File: config.mk
export PLATFORM = sky130hd
export DESIGN_NAME = regAliasTable
export DESIGN_NICKNAME = d
export VERILOG_FILES = /design/src/rtl/ratPkg.sv /design/src/rtl/ratTable.sv /design/src/rtl/ratCtrl.sv /design/src/rtl/regAliasTable.sv
export SDC_FILE = /design/constraint.sdc
export NUM_CORES = 1
export LEC_CHECK = 0
export ABC_AREA = 1
export ABC_CLOCK_PERIOD_IN_PS = 2000
export BUFFER_PORTS_ARGS = -buffer_cell sky130_fd_sc_hd__buf_2
export CAP_MARGIN = 10
export CORE_AREA = 2 2 107 109
export CTS_BUF_LIST = sky130_fd_sc_hd__clkbuf_8
export DETAILED_ROUTE_END_ITERATION = 7
export DIE_AREA = 0 0 109 111
export GPL_ROUTABILITY_DRIVEN = 0
export PLACE_DENSITY = 0.78
export SLEW_MARGIN = 20
export SYNTH_ARGS = -nofsm -noshare
export SYNTH_HDL_FRONTEND = slang
export SYNTH_SLANG_ARGS = --single-unit
File: constraint.sdc
create_clock -name clk -period 2 [get_ports clk]
set_input_delay 0.2 -clock clk [delete_from_list [all_inputs] [get_ports clk]]
set_output_delay 0.2 -clock clk [all_outputs]
set_load 0.02 [all_outputs]
File: src/rtl/ratPkg.sv
package ratPkg;
  // Per-entry update strobes, control to datapath.
  typedef struct packed {
    logic load;   // bind to issue tag
    logic free;   // return to architectural file
    logic wake;   // mark value ready
  } slotCmd_t;
endpackage

File: src/rtl/ratTable.sv
module ratTable
  import ratPkg::*;
#(
  parameter int NUM_REGS = 8,
  parameter int TAG_W    = 5,
  parameter int NUM_WB   = 3,
  localparam int REG_W   = $clog2(NUM_REGS)
) (
  input  logic                           clk,
  input  logic                           rst,
  input  slotCmd_t [NUM_REGS-1:0]        cmd,
  input  logic [TAG_W-1:0]               issueTag,
  input  logic [NUM_WB-1:0]              wbValid,
  input  logic [NUM_WB-1:0][TAG_W-1:0]   wbTagArr,
  input  logic                           retireValid,
  input  logic [TAG_W-1:0]               retireTag,
  input  logic [1:0][REG_W-1:0]          srcIdx,
  output logic [NUM_REGS-1:0]            wbHit,
  output logic [NUM_REGS-1:0]            retHit,
  output logic [1:0][TAG_W-1:0]          srcTag,
  output logic [1:0]                     srcArch,
  output logic [1:0]                     srcReady
);
  logic [TAG_W-1:0]    tagQ [NUM_REGS];
  logic [NUM_REGS-1:0] archQ;
  logic [NUM_REGS-1:0] rdyQ;

  function automatic logic busMatch(input logic [TAG_W-1:0] t,
                                    input logic [NUM_WB-1:0] v,
                                    input logic [NUM_WB-1:0][TAG_W-1:0] bus);
    logic hit;
    hit = 1'b0;
    for (int k = 0; k < NUM_WB; k++) hit |= v[k] && (bus[k] == t);
    return hit;
  endfunction

  for (genvar i = 0; i < NUM_REGS; i++) begin : g_slot
    assign wbHit[i]  = !archQ[i] && busMatch(tagQ[i], wbValid, wbTagArr);
    assign retHit[i] = retireValid && !archQ[i] && (tagQ[i] == retireTag);

    always_ff @(posedge clk) begin
      if (rst) begin
        tagQ[i]  <= '0;
        archQ[i] <= 1'b1;
        rdyQ[i]  <= 1'b1;
      end else if (cmd[i].load) begin
        tagQ[i]  <= issueTag;
        archQ[i] <= 1'b0;
        rdyQ[i]  <= 1'b0;
      end else if (cmd[i].free) begin
        tagQ[i]  <= '0;
        archQ[i] <= 1'b1;
        rdyQ[i]  <= 1'b1;
      end else if (cmd[i].wake) begin
        rdyQ[i]  <= 1'b1;
      end
    end

    // a load leaves the slot mapped to the issued tag, not ready
    a_r2_load_binds: assert property (@(posedge clk) disable iff (rst)
      cmd[i].load |=> (tagQ[i] == $past(issueTag)) && !archQ[i] && !rdyQ[i]);
    // a free returns the slot to the architectural file
    a_r6_free_restores: assert property (@(posedge clk) disable iff (rst)
      cmd[i].free |=> archQ[i] && rdyQ[i] && (tagQ[i] == '0));
    // a wake keeps the tag and sets ready
    a_r4_wake_sets: assert property (@(posedge clk) disable iff (rst)
      cmd[i].wake |=> rdyQ[i] && !archQ[i] && $stable(tagQ[i]));
  end

  for (genvar s = 0; s < 2; s++) begin : g_src
    always_comb begin
      srcArch[s]  = archQ[srcIdx[s]];
      srcTag[s]   = archQ[srcIdx[s]] ? '0 : tagQ[srcIdx[s]];
      srcReady[s] = rdyQ[srcIdx[s]] || wbHit[srcIdx[s]];
    end
    // an architectural source is always ready with tag 0
    a_r1_arch_ready: assert property (@(posedge clk) disable iff (rst)
      srcArch[s] |-> srcReady[s] && (srcTag[s] == '0));
  end
endmodule

File: src/rtl/ratCtrl.sv
module ratCtrl
  import ratPkg::*;
#(
  parameter int NUM_REGS = 8,
  localparam int REG_W   = $clog2(NUM_REGS)
) (
  input  logic                    clk,
  input  logic                    rst,
  input  logic                    issueValid,
  input  logic [REG_W-1:0]        issueDst,
  input  logic [NUM_REGS-1:0]     wbHit,
  input  logic [NUM_REGS-1:0]     retHit,
  output slotCmd_t [NUM_REGS-1:0] cmd
);
  for (genvar i = 0; i < NUM_REGS; i++) begin : g_cmd
    always_comb begin
      cmd[i].load = issueValid && (issueDst == REG_W'(i));
      cmd[i].free = retHit[i] && !cmd[i].load;
      cmd[i].wake = wbHit[i] && !retHit[i] && !cmd[i].load;
    end
  end

  // the issued destination is never freed in its own issue cycle
  a_r7_issue_wins: assert property (@(posedge clk) disable iff (rst)
    issueValid |-> !cmd[issueDst].free && !cmd[issueDst].wake);
endmodule

File: src/rtl/regAliasTable.sv
module regAliasTable
  import ratPkg::*;
#(
  parameter int NUM_REGS    = 8,
  parameter int ROB_ENTRIES = 24,
  parameter int NUM_WB      = 3,
  parameter int TAG_W       = $clog2(ROB_ENTRIES),
  parameter int REG_W       = $clog2(NUM_REGS)
) (
  input  logic                    clk,
  input  logic                    rst,
  input  logic                    issueValid,
  input  logic [REG_W-1:0]        issueSrc1,
  input  logic [REG_W-1:0]        issueSrc2,
  input  logic [REG_W-1:0]        issueDst,
  input  logic [TAG_W-1:0]        issueTag,
  input  logic [NUM_WB-1:0]       wbValid,
  input  logic [NUM_WB*TAG_W-1:0] wbTags,
  input  logic                    retireValid,
  input  logic [TAG_W-1:0]        retireTag,
  output logic [TAG_W-1:0]        src1Tag,
  output logic                    src1Arch,
  output logic                    src1Ready,
  output logic [TAG_W-1:0]        src2Tag,
  output logic                    src2Arch,
  output logic                    src2Ready
);
  slotCmd_t [NUM_REGS-1:0]      cmd;
  logic [NUM_REGS-1:0]          wbHit, retHit;
  logic [NUM_WB-1:0][TAG_W-1:0] wbTagArr;
  logic [1:0][REG_W-1:0]        srcIdx;
  logic [1:0][TAG_W-1:0]        srcTag;
  logic [1:0]                   srcArch, srcReady;

  assign wbTagArr = wbTags;
  assign srcIdx   = {issueSrc2, issueSrc1};

  ratCtrl #(.NUM_REGS(NUM_REGS)) u_ctrl (
    .clk(clk), .rst(rst), .issueValid(issueValid), .issueDst(issueDst),
    .wbHit(wbHit), .retHit(retHit), .cmd(cmd));

  ratTable #(.NUM_REGS(NUM_REGS), .TAG_W(TAG_W), .NUM_WB(NUM_WB)) u_table (
    .clk(clk), .rst(rst), .cmd(cmd), .issueTag(issueTag),
    .wbValid(wbValid), .wbTagArr(wbTagArr),
    .retireValid(retireValid), .retireTag(retireTag), .srcIdx(srcIdx),
    .wbHit(wbHit), .retHit(retHit),
    .srcTag(srcTag), .srcArch(srcArch), .srcReady(srcReady));

  assign src1Tag   = srcTag[0];
  assign src1Arch  = srcArch[0];
  assign src1Ready = srcReady[0];
  assign src2Tag   = srcTag[1];
  assign src2Arch  = srcArch[1];
  assign src2Ready = srcReady[1];
endmodule

Word level (Yosys, flattened, before mapping):

Memories as Yosys holds them, arrays and structs flattened.
Index checks and enable logic that the tools add are counted.

* memories kept: 1
* flip-flop bits (word level): 16
* output and inout bits: 14
* bits in writable memories: 40
* logic and storage cells: 341
* input port bits: 41

Memories
* u_table.tagQ: words 8, bits a word 5, read ports 10, clocked after memory_dff 0, write ports 8, line ratTable.sv:24 `logic [TAG_W-1:0] tagQ [NUM_REGS];`

* mux-type cells: 128
* bitwise operators: 32
* magnitude comparators: 2
* reductions and logical operators: 123
* eq/ne operators: 39

Operator list (number)
* 5-bit == test: 32
* 1-bit two-way mux: 104
* 5-bit two-way mux: 18
* 1-bit logical AND: 80
* 1-bit bitwise OR: 32
* 1-bit zero test: 24
* 3-bit nonzero test: 8
* 1-bit binary-select mux with 3-bit select: 6
* 2-bit nonzero test: 8
* 3-bit == test, second input constant: 4
* 3-bit by 4-bit < comparator with 1-bit output, second input constant: 2
* 3-bit by 2-bit == test with 1-bit output, second input constant: 2
* 3-bit by 1-bit == test with 1-bit output, second input constant: 1
* 3-bit zero test: 1
* 1-bit logical OR: 2

Depth between registers and ports, before layout:

Gate-level depths: netlist (run 1).

* word-level depth: 10
* gate-level depth with buffers: 11
* depth with buffers taken out: 10

By module:

From an unflattened synthesis (run 1), not the netlist that was laid out.

* cell total of the unflattened synthesis: 1024
* area total of the unflattened synthesis: 5768.0 sq um

Modules (own cells, without submodules)
* ratTable: instances 1, area an instance 5584.1 sq um, cells an instance 975, seq. area each 1521.5 sq um
* ratCtrl: instances 1, area an instance 183.9 sq um, cells an instance 49, seq. area each 0.0 sq um

Least setup slack after synthesis (run 1):

No wires, ideal clock.

* kind: register -> output
* start: memory u_table.tagQ[5][4]
* end: output port src2Ready
* data arrival time: 1.283 ns
* setup slack: 0.517 ns
* data required time: 1.800 ns
* path buffers: 0
* cell stages (with the launch flop): 10
* cells stage by stage: edfxtp_1 -> inv_1 -> nand2_1 -> a21oi_1 -> nand3_1 -> nand3_1 -> nand2_1 -> nand3_1 -> nand3_1 -> nand3_1

RTL lines
* start: declaration: line ratTable.sv:24
* end: declaration: line regAliasTable.sv:26 `output logic src2Ready`

==> results of run 1 <==
==> through the flow <==
step	setup WS, ns	setup TNS (ns)	instance area [µm²]	instances	hold slack (ns)
floorplan	0.517	0	5840	1029	0.469
global placement	0.150	0	6410	1232	0.522
detailed placement	0.121	0	6410	1232	0.514
CTS	-0.0678	-0.134	6740	1262	0.318
global route	-0.269	-0.810	6960	1274	0.332
finish	-0.191	-0.363	6960	1274	0.318
==> timing repair <==
action	in CTS	in global routing
setup endpoints to repair	3	17
buffers inserted	22	12
gates resized for setup	37	55
pin swaps	21	24
==> cell usage in the layout (no fill, tap or decap), types with 8 or more instances in the layout <==
master / count
nand2_1: 307
nor2_1: 173
inv_1: 90
buf_4: 82
a21oi_1: 77
o21ai_0: 68
nand3_1: 65
buf_2: 47
edfxtp_1: 40
inv_2: 36
o22ai_1: 20
o21ai_1: 18
dfxtp_1: 14
xor2_1: 12
o21ai_2: 9
nand3_2: 9
buf_6: 9
a31oi_1: 8
==> layout make-up <==
cell class | instances | area [µm²] | share of cell area
Multi-Input combinational cell | 803 | 3740 | 0.537
Sequential cell | 56 | 1520 | 0.219
Timing Repair Buffer | 138 | 952 | 0.137
Inverter | 126 | 475 | 0.0683
Tap cell | 143 | 179 | 0.0257
Clock buffer | 6 | 82.6 | 0.0119
Clock inverter | 2 | 11.3 | 0.00162
==> per-layer routing <==
layer / wire (µm) / track usage / up-vias
met1: 8570 / 0.531 / 3299
met5: 0 / 0 / -
li1: - / - / 3525
met3: 3930 / 0.145 / 205
met4: 2320 / 0.268 / 0
met2: 9790 / 0.576 / 687
==> logic make-up after synthesis <==
| logic type | synth area share |
|---|---|
| compound gates | 0.198 |
| xor+xnor | 0.0195 |
| buf+inv | 0.125 |
| flops | 0.260 |
| simple gates | 0.397 |
==> worst reg2reg max path: cells and delay by family, from the launching register on <==
kind,cells,cell delay (ns)
compound gates,1,0.14
buf+inv,5,0.64
flops,1,0.58
simple gates,4,0.31
==> report_power, final <==
group | total [µW] | internal (µW) | switching (µW)
clock network | 628 | 277 | 351
logic | 1210 | 423 | 788
registers | 1400 | 1300 | 101
total | 3240 | 2000 | 1240
==> how the worst min path moves through the flow <==
stage	slack (ns)	to	start
global placement	0.52	u_table.rdyQ[5]	u_table.rdyQ[5]
detailed placement	0.51	u_table.rdyQ[5]	u_table.rdyQ[5]
global route	0.33	u_table.archQ[5]	rst
finish	0.32	u_table.archQ[1]	rst
CTS	0.32	u_table.archQ[1]	rst
floorplan	0.47	u_table.rdyQ[2]	u_table.rdyQ[2]
==> flip-flops by register name, summed over array words and instances (netlist names) <==
signal / flops
u_table.archQ: 8
u_table.tagQ: 40
u_table.rdyQ: 8
==> qor.yml, run 1 <==
die:
  die_w_um: 109
  die_h_um: 111
  dieArea_um2: 12100
  initial_core_util: 0.528
  io_pins: 55
  core_um2: 11100
  num_rows: 39
timing:
  drv_slew: 0
  finalWorstSetupSlack_ns: -0.191
  skew_ns: 0.00799
  fmax_mhz: 456
  setup_viol: 2
  hold_viol_final: 0
  rsz0062_at_grt: "true"
  min_period_ns: 2.19
  max_slew_margin: 0.713
  worst_pin_slew_ns: 0.430
  fin_crit_sh: 1.10
final_layout:
  drive_above_1_share: 0.199
  num-nets-final: 1171
  area.growth.synth_to_final_pct: 19.2
  fill_cells: 1054
  diodes: 0
  post-route-util: 0.629
setup_path:
  crit_fanout: 5
  cp-startpoint: "u_table.tagQ[5][1]"
  endpoint: "src1Ready"
  crit_chain: "inv_1 > nand2_1 > nand2_1 > nor2_1 > nand3_1 > nand3_1 > nand3_1 > nand3_1 > nand3_1 > nand3_2 > buf_6"
  slowest_delay_ns: 0.47
  critical_path.startpoint_type: "flip-flop"
  worstPathRequired_ns: 1.80
  reg2regPathDepth: 10
  reg2reg_slack_ns: 0.09
  crit_buf_inv: 2
  rr_endpoint: "u_table.tagQ[0][2]"
  crit_cells: 11
  crit_path_end_kind: "output pin"
  cp_common_cell: "nand3_1"
  crit_type: "reg -> out"
  r2r_start: "u_table.tagQ[0][1]"
  worstPathArrival_ns: 1.99
  crit_slowest_cell: "edfxtp_1"
  cpLargestDelayFamily: "simple AND/OR/NAND/NOR gates"
synth:
  post-synth-top-count-cell: "nand2_1"
  synthDistinctLibCells: 29
  syn_inst: 1029
  yosys-top-cells-area: "edfxtp_1 21%, nand2_1 20%, nor2_1 11%"
  synthDominantCellAreaShare: 0.206
  ys_warn_count: 0
  synth.avg_cell_area_um2: 5.68
  synth-seq-area-share: 0.260
  syn_area_um2: 5840
  synth_area_leader_cell: "edfxtp_1"
  syn-num-nets: 1070
  ys_ff_latch: 56
  async_flop_share: 0
  dominantRegCellSynth: "edfxtp_1"
  synth-edff-count: 40
  ys_top_cells_by_count: "311 x nand2_1, 175 x nor2_1, 112 x inv_1"
route:
  vias: 7716
  drc: 0
  drtPass1Iterations: 7
  wl_per_cell_um: 19.3
  first_iter_violations: 1599
  ant_nets: 0
  vias_per_cell: 6.06
  drt-total-wl_um: 24600
place:
  dpl.hpwl_um: 17800
  port_buffers: 54
global_route:
  overflow: 0
  grt_use_total: 0.412
  antenna_found_initial: 0
  grt_pass1_vias: 6801
  grt_pass1_wl_um: 37600
  grt_start_max_net_pins: 22
cts:
  clk-insertion-delay-late_ns: 0.31
  root_buffer: "clkbuf_8"
  cts_tree: "yes"
  cts_buffers: 5
  htreeDepth: 2
  path_clk_slew_ns: 0.09
  numClockSinks: 56
  cts_buffer_depth: 2
  cts_hold_buffers: 0
run_status:
  violations: "negative setup slack"
  status: "finished with violations"
power:
  power_uw: 3240
  irDropWorstVdd_mv: 0.648
  cellLeakagePower_uw: 0.00358
  power-per-cell-area_nw_per_um2: 465
min_path:
  min_path_type: "in -> reg"
  holdPathStages: 3
job:
  maxCapViolCount: 0
No activity file was read; power rests on OpenSTA's default activity.
==> inputs of run 2 (changes only) <==
--- a/config.mk
+++ b/config.mk
@@ -5,14 +5,14 @@
 export SDC_FILE = /design/constraint.sdc
 export NUM_CORES = 1
 export LEC_CHECK = 0
-export ABC_AREA = 1
+export ABC_AREA = 0
 export ABC_CLOCK_PERIOD_IN_PS = 2000
 export BUFFER_PORTS_ARGS = -buffer_cell sky130_fd_sc_hd__buf_2
 export CAP_MARGIN = 10
-export CORE_AREA = 2 2 107 109
+export CORE_AREA = 2 2 103 105
 export CTS_BUF_LIST = sky130_fd_sc_hd__clkbuf_8
 export DETAILED_ROUTE_END_ITERATION = 7
-export DIE_AREA = 0 0 109 111
+export DIE_AREA = 0 0 105 107
 export GPL_ROUTABILITY_DRIVEN = 0
 export PLACE_DENSITY = 0.78
 export SLEW_MARGIN = 20
==> run 2 against run 1 <==
Effect of this change: hold slack lost 0.069 ns; clock power grew 16%; highest routed layer unchanged; critical endpoint unchanged; the run still ends with negative setup slack left; clock skew shrank 0.0060 ns; flip-flop and latch count is the same.
==> qor.yml, run 2 <==
global_route:
  antenna_found_initial: 0  # unchanged
  met1_usage: 0.424  # -0.108
  grtUsageMet2: 0.538  # -0.0384
  grt_pass1_vias: 5082  # -25%
  grt_use_total: 0.342  # -0.0707
  met3_usage: 0.103  # -0.0425
  grt_start_max_net_pins: 26  # +18%
  busiest_layer: "met2"
  grt_pass1_wl_um: 28600  # -24%
  overflow: 0  # unchanged
run_status:
  status: "finished with violations"
  violations: "negative setup slack"
synth:
  synthDistinctLibCells: 39  # +34%
  synthDominantCellAreaShare: 0.223  # +0.0171
  dominantRegCellSynth: "edfxtp_1"
  synth.avg_cell_area_um2: 9.60  # +69%
  async_flop_share: 0  # unchanged
  ys_ff_latch: 56  # unchanged
  synth_area_leader_cell: "edfxtp_1"
  yosys-top-cells-area: "edfxtp_1 22%, xor2_1 21%, mux4_2 10%"
  ys_top_cells_by_count: "128 x xor2_1, 40 x and2_1, 40 x edfxtp_1"
  syn_area_um2: 5400  # -7.7%
  post-synth-top-count-cell: "xor2_1"
  syn_inst: 562  # -45%
  ys_warn_count: 0  # unchanged
  synth-edff-count: 40  # unchanged
  syn-num-nets: 603  # -44%
  synth-seq-area-share: 0.282  # +0.0216
timing:
  worst_pin_slew_ns: 0.701  # +0.271 ns
  min_period_ns: 2.63  # +0.439 ns
  setup_viol: 22  # +20
  fin_crit_sh: 1.31  # +0.219
  drv_slew: 0  # unchanged
  hold_viol_final: 0  # unchanged
  setup_tns_ns: -3.10  # -2.73 ns
  fmax_mhz: 380  # -17%
  max_slew_margin: 0.529  # -0.185
  finalWorstSetupSlack_ns: -0.630  # -0.439 ns
  rsz0062_at_grt: "true"
  skew_ns: 0.00202  # -0.00597 ns
setup_path:
  rr_endpoint: "u_table.tagQ[6][4]"
  crit_buf_inv: 1  # -1
  crit_chain: "xor2_1 > nor4_1 > a22oi_2 > nand3_1 > o21ai_0 > a221oi_2 > buf_4"
  slowest_delay_ns: 0.53  # +0.06 ns
  critical_path.startpoint_type: "flip-flop"
  worstPathArrival_ns: 2.43  # +0.44 ns
  r2r_start: "u_table.tagQ[6][3]"
  cpLargestDelayFamily: "compound AO/OA/AOI/OAI gates"
  crit_slowest_cell: "edfxtp_1"
  worstPathRequired_ns: 1.80  # about the same
  crit_type: "reg -> out"
  crit_fanout: 4  # -1
  reg2regPathDepth: 6  # -4
  crit_path_end_kind: "output pin"
  reg2reg_slack_ns: -0.05  # -0.14 ns
route:
  ant_nets: 0  # unchanged
  drtPass1Iterations: 6  # -1
  drt-total-wl_um: 19300  # -22%
  vias: 5124  # -34%
  drc: 0  # unchanged
  wl_per_cell_um: 24.4  # +27%
  vias_per_cell: 6.49  # +7.2%
  first_iter_violations: 688  # -57%
die:
  die_h_um: 107  # -3.6%
  core_um2: 10100  # -8.9%
  dieArea_um2: 11200  # -7.1%
  initial_core_util: 0.535  # +0.00708
  num_rows: 37  # -5.1%
  die_w_um: 105  # -3.7%
  io_pins: 55  # unchanged
final_layout:
  fin_cells: 789  # -38%
  final_common_cell: "xor2_1"
  mostFrequentLayoutCells: "125 x xor2_1, 83 x buf_4, 48 x buf_2"
  largestRegisters: "u_table.tagQ: 40 flops, u_table.archQ: 8 flops, u_table.rdyQ: 8 flops"
  post-route-util: 0.659  # +0.0308
  area.growth.synth_to_final_pct: 23.4
  num-nets-final: 693  # -41%
  largest_reg_flops: 40  # unchanged
  diodes: 0  # unchanged
  drive_above_1_share: 0.345  # +0.146
  max_flop_register: "u_table.tagQ"
cts:
  cts_buffers: 5  # unchanged
  numClockSinks: 56  # unchanged
  clk-insertion-delay-late_ns: 0.32  # about the same
  htreeDepth: 2  # unchanged
  path_clk_slew_ns: 0.09  # about the same
  cts_tree: "yes"
  cts_hold_buffers: 0  # unchanged
  root_buffer: "clkbuf_8"
  cts_buffer_depth: 2  # unchanged
power:
  power-per-cell-area_nw_per_um2: 496  # +6.6%
  cellLeakagePower_uw: 0.00280  # -22%
  irDropWorstVdd_mv: 0.359  # -45%
place:
  dp.cells: 763  # -38%
  port_buffers: 54  # unchanged
  dpl.hpwl_um: 13800  # -23%
min_path:
  holdPathStages: 3  # unchanged
  min_path_type: "in -> reg"
  min_from: "issueDst[1]"
  holdPathEnd: "u_table.rdyQ[4]"
job:
  maxCapViolCount: 0  # unchanged
==> run 2: cell count changes in the layout (fill, tap and decap cells not counted), sizes merged, moves of 20 or more <==
cell,change
nand2,-294
nor2,-144
inv,-119
xor2,+116
o21ai,-92
a21oi,-74
nand3,-62
and2,+40
xnor2,+31
nor4,+27
mux4,+24
o22ai,-20
==> run 2: kinds of logic after synthesis <==
kind of cell / share of synthesized area
AOI/OAI and AO/OA: 0.0441
xor gates and xnor gates: 0.260
buffers and inverters: 0.0793
DFF: 0.282
muxes: 0.135
and+or+nand+nor: 0.200
==> run 2: report_power, final <==
group          internal, µW  total (µW)  switching [µW]
logic                   541        1150             614
registers              1310        1420             105
clock network           365         729             364
==> run 2: layout make-up <==
class | instances | area (µm²)
fillers | 787 | 3440
inverters | 8 | 30.0
well taps | 136 | 170
repair buffers | 157 | 1240
flip-flops and latches | 56 | 1520
clock buffers | 5 | 68.8
clock inverters | 3 | 37.5
multi-input cells | 424 | 3580
==> run 2: worst max path at each step <==
stage | from | to | slack, ns | depth (start not counted)
after CTS | u_table.tagQ[0][0] | src2Ready | -0.51 | 7
after global placement | u_table.tagQ[2][3] | src2Ready | -0.13 | 8
after floorplan | u_table.tagQ[2][3] | src1Ready | 0.08 | 7
after global routing | u_table.tagQ[6][3] | src1Ready | -0.72 | 7
final | u_table.tagQ[6][3] | src1Ready | -0.63 | 7
after detailed placement | u_table.tagQ[2][4] | src1Ready | -0.23 | 7
==> run 2: metal layers <==
| layer | vias up | wire length, µm |
|---|---|---|
| li1 | 2129 | - |
| met5 | - | 0 |
| met4 | 0 | 1290 |
| met3 | 150 | 2740 |
| met1 | 2371 | 6880 |
| met2 | 474 | 8370 |
==> run 2: timing repair <==
action                                 CTS  global route
pin swaps                               15            19
endpoints found under the hold margin    0             0
setup endpoints to repair               22            53
buffers inserted                        13            16
gates resized for setup                 26            29
==> run 2: per-stage QoR <==
stage | hold WS (ns) | setup slack (ns) | total power (µW) | instance area [µm²]
2_1_floorplan | 0.377 | 0.0757 | 2070 | 5400
3_5_place_dp | 0.515 | -0.228 | 2450 | 6200
4_1_cts | 0.241 | -0.506 | 3210 | 6480
6_report | 0.249 | -0.630 | 3300 | 6660
5_1_grt | 0.307 | -0.719 | 3410 | 6660
3_3_place_gp | 0.483 | -0.125 | 2410 | 6200
==> run 2: worst register-to-register path, delay by kind of cell, from the launching register on <==
kind	cells	cell delay (ns)
simple gates	4	0.88
buf+inv	1	0.19
flops	1	0.53
xor+xnor	1	0.16
==> inputs of run 3 (changes only) <==
--- a/config.mk
+++ b/config.mk
@@ -9,13 +9,14 @@
 export ABC_CLOCK_PERIOD_IN_PS = 2000
 export BUFFER_PORTS_ARGS = -buffer_cell sky130_fd_sc_hd__buf_2
 export CAP_MARGIN = 10
-export CORE_AREA = 2 2 103 105
+export CORE_AREA = 2 2 106 108
 export CTS_BUF_LIST = sky130_fd_sc_hd__clkbuf_8
 export DETAILED_ROUTE_END_ITERATION = 7
-export DIE_AREA = 0 0 105 107
+export DIE_AREA = 0 0 108 110
 export GPL_ROUTABILITY_DRIVEN = 0
 export PLACE_DENSITY = 0.78
 export SLEW_MARGIN = 20
 export SYNTH_ARGS = -nofsm -noshare
 export SYNTH_HDL_FRONTEND = slang
+export SYNTH_HIERARCHICAL = 1
 export SYNTH_SLANG_ARGS = --single-unit
==> run 3 against run 2 <==
Effect of this change: the run still ends with negative setup slack left; hold slack better by 0.061 ns; cell area is 7.6% higher; fmax decreased by 0.46%; worst setup slack lost 0.012 ns; wire length is 3.4% higher; core utilization rose by 0.97 points; count of clock-buffer cells in the layout did not move.
==> qor.yml, run 3 <==
run_status:
  status: "finished with violations"
  violations: "negative setup slack"
synth:
  synthXorXnorAreaFrac: 0.244  # -0.0154
  synthDominantCellAreaShare: 0.209  # -0.0132
  yosys.area_share.simple: 0.235  # +0.0341
  dominantRegCellSynth: "edfxtp_1"
  syn-num-nets: 611  # +1.3%
  synth_adder_area_share: 0  # unchanged
  synth_area_leader_cell: "edfxtp_1"
  ys_ff_latch: 56  # unchanged
  async_flop_share: 0  # unchanged
  synth.avg_cell_area_um2: 10.1  # +4.8%
  ys_top_cells_by_count: "90 x xor2_1, 70 x xnor2_1, 40 x and2_1, 40 x edfxtp_1, 32 x buf_2"
  syn_inst: 570  # +1.4%
  post-synth-top-count-cell: "xor2_1"
  synthDistinctLibCells: 47  # +21%
  yosys-top-cells-area: "edfxtp_1 21%, xor2_1 14%, xnor2_1 11%"
  syn_area_um2: 5740  # +6.3%
  synth-seq-area-share: 0.265  # -0.0167
  synth_top_family_by_area: "XOR/XNOR gates"
  synth_compound_area_frac: 0.0532  # +0.00917
  synth-edff-count: 40  # unchanged
  muxShareOfSynthArea: 0.115  # -0.0198
  ys_warn_count: 6  # +6
setup_path:
  crit_path_end_kind: "output pin"
  worstPathRequired_ns: 1.80  # about the same
  crit_type: "reg -> out"
  crit_fanout: 5  # +1
  critical_path.startpoint_type: "flip-flop"
  worstPathArrival_ns: 2.44  # about the same
final_layout:
  final_common_cell: "xor2_1"
  max_flop_register: "u_table/tagQ"
  largest_reg_flops: 40  # unchanged
  register_area_um2: 1530  # +0.58%
  fill_cells: 764  # -2.9%
  mostFrequentLayoutCells: "88 x xor2_1, 77 x buf_4, 58 x xnor2_1"
  num-nets-final: 701  # +1.2%
  drive_above_1_share: 0.418  # +0.0730
  largestRegisters: "u_table/tagQ: 40 flops, u_table/archQ: 8 flops, u_table/rdyQ: 8 flops"
  diodes: 0  # unchanged
  multiInputGateArea_um2: 4100  # +14%
  area.growth.synth_to_final_pct: 24.8
  fin_cells: 801  # +1.5%
  design_area_um2: 7160  # +7.6%
timing:
  rsz0062_at_grt: "true"
  skew_ns: 0.00643  # +0.00441 ns
  setup_viol: 47  # +110%
  drv_slew: 0  # unchanged
  max_slew_margin: 0.628  # +0.0991
  worst_pin_slew_ns: 0.559  # -0.142 ns
  setup_tns_ns: -4.87  # -1.77 ns
  fmax_mhz: 379  # -0.46%
  min_period_ns: 2.64  # +0.0122 ns
  fin_crit_sh: 1.32  # +0.00610
  finalWorstSetupSlack_ns: -0.642  # -0.0122 ns
  hold_viol_final: 0  # unchanged
cts:
  clk-insertion-delay-late_ns: 0.32  # about the same
  cts_buffers: 5  # unchanged
  htreeDepth: 2  # unchanged
  cts_hold_buffers: 0  # unchanged
  root_buffer: "clkbuf_8"
  path_clk_slew_ns: 0.10  # about the same
  cts_buffer_depth: 2  # unchanged
  numClockSinks: 56  # unchanged
  cts_tree: "yes"
power:
  power_uw: 3250  # -1.5%
  switching_share: 0.326  # -0.00211
  irDropWorstVdd_mv: 0.345  # -4.1%
  power-per-cell-area_nw_per_um2: 454  # -8.4%
  switchingPower_uw: 1060  # -2.1%
  p_seq_frac: 0.436  # +0.007
  power_frac_comb: 0.334  # -0.016
  power_frac_clock: 0.229  # +0.008
  cellLeakagePower_uw: 0.00285  # +2.1%
  p_int_uw: 2190  # -1.2%
place:
  port_buffers: 54  # unchanged
  dp.cells: 735  # -3.7%
  post_dp_cell_area_um2: 6060  # -2.2%
  dpl.hpwl_um: 13000  # -5.6%
route:
  first_iter_violations: 762  # +11%
  wl_per_cell_um: 24.9  # +1.8%
  drt-total-wl_um: 19900  # +3.4%
  drtPass1Iterations: 7  # +1
  drc: 0  # unchanged
  vias_per_cell: 6.71  # +3.3%
  vias: 5372  # +4.8%
  ant_nets: 0  # unchanged
die:
  num_rows: 38  # +2.7%
  initial_core_util: 0.536  # +0.00155
  core_um2: 10700  # +6.0%
  die_h_um: 110  # +2.8%
  dieArea_um2: 11900  # +5.7%
  io_pins: 55  # unchanged
  die_w_um: 108  # +2.9%
job:
  maxCapViolCount: 0  # unchanged
global_route:
  grt_use_total: 0.319  # -0.0227
  antenna_found_initial: 0  # unchanged
  grt_pass1_wl_um: 28100  # -1.9%
  grt_pass1_vias: 5033  # -0.96%
  grt_start_max_net_pins: 33  # +27%
  overflow: 0  # unchanged
min_path:
  min_path_type: "in -> reg"
-- run 3: path summary, 6_finish.rpt --
path	slack, ns	end	startpoint	cells past startpoint
setup / recovery	-0.64	src2Ready	u_table/tagQ[6][0]	7
hold / removal	0.31	u_table/rdyQ[0]	issueDst[2]	3
setup reg to reg	-0.18	u_table/rdyQ[6]	u_table/tagQ[6][0]	8
hold reg to reg	0.57	u_table/rdyQ[0]	u_table/rdyQ[0]	2
-- run 3: logic make-up after synthesis --
family,count (synthesis)
and+or+nand+nor,204
xor gates and xnor gates,160
buffers and inverters,78
DFF,56
AOI/OAI and AO/OA,42
muxes,30
-- run 3: power groups by stage --
stage	registers, µW	logic (µW)	clock network (µW)
after floorplan	1340	705	0
after global placement	1440	798	0
after detailed placement	1450	824	0
after CTS	1410	936	757
after global routing	1420	1140	799
final	1420	1090	746
-- run 3: critical path, cell delays in order (launching register included) --
cell and delay, ns:
edfxtp_1 0.55, xor2_1 0.22, nor4_1 0.46, nand4b_1 0.23
nand4_1 0.20, o2111ai_1 0.15, nand4_1 0.17, buf_6 0.14
-- run 3: final cells by class --
class	count	share of cell area
Multi-Input combinational cell	436	0.572
Sequential cell	56	0.214
Timing Repair Buffer	156	0.171
Tap cell	140	0.0245
Clock buffer	5	0.00961
Clock inverter	3	0.00594
Inverter	5	0.00262
-- run 3: stage by stage --
| step | setup slack, ns | hold slack, ns | utilization |
|---|---|---|---|
| finish | -0.642 | 0.310 | 0.669 |
| floorplan | 0.105 | 0.375 | - |
| global route | -0.635 | 0.340 | 0.669 |
| detailed placement | -0.150 | 0.523 | 0.567 |
| global placement | -0.0340 | 0.508 | 0.567 |
| CTS | -0.346 | 0.287 | 0.622 |
-- run 3: routing by layer --
metal  GRT usage  part of all wire  vias to the layer above
met5           0                 0                        -
met4       0.151             0.057                        0
met3      0.0694              0.12                      114
met2       0.499              0.44                      465
met1       0.424              0.38                     2605
li1            -                 -                     2188
-- run 3: what timing repair did --
action / CTS / global route
endpoints found under the setup margin: 46 / 58
resized for setup: 44 / 81
buffers inserted: 40 / 21
gates cloned: 0 / 0
pin swaps: 20 / 35
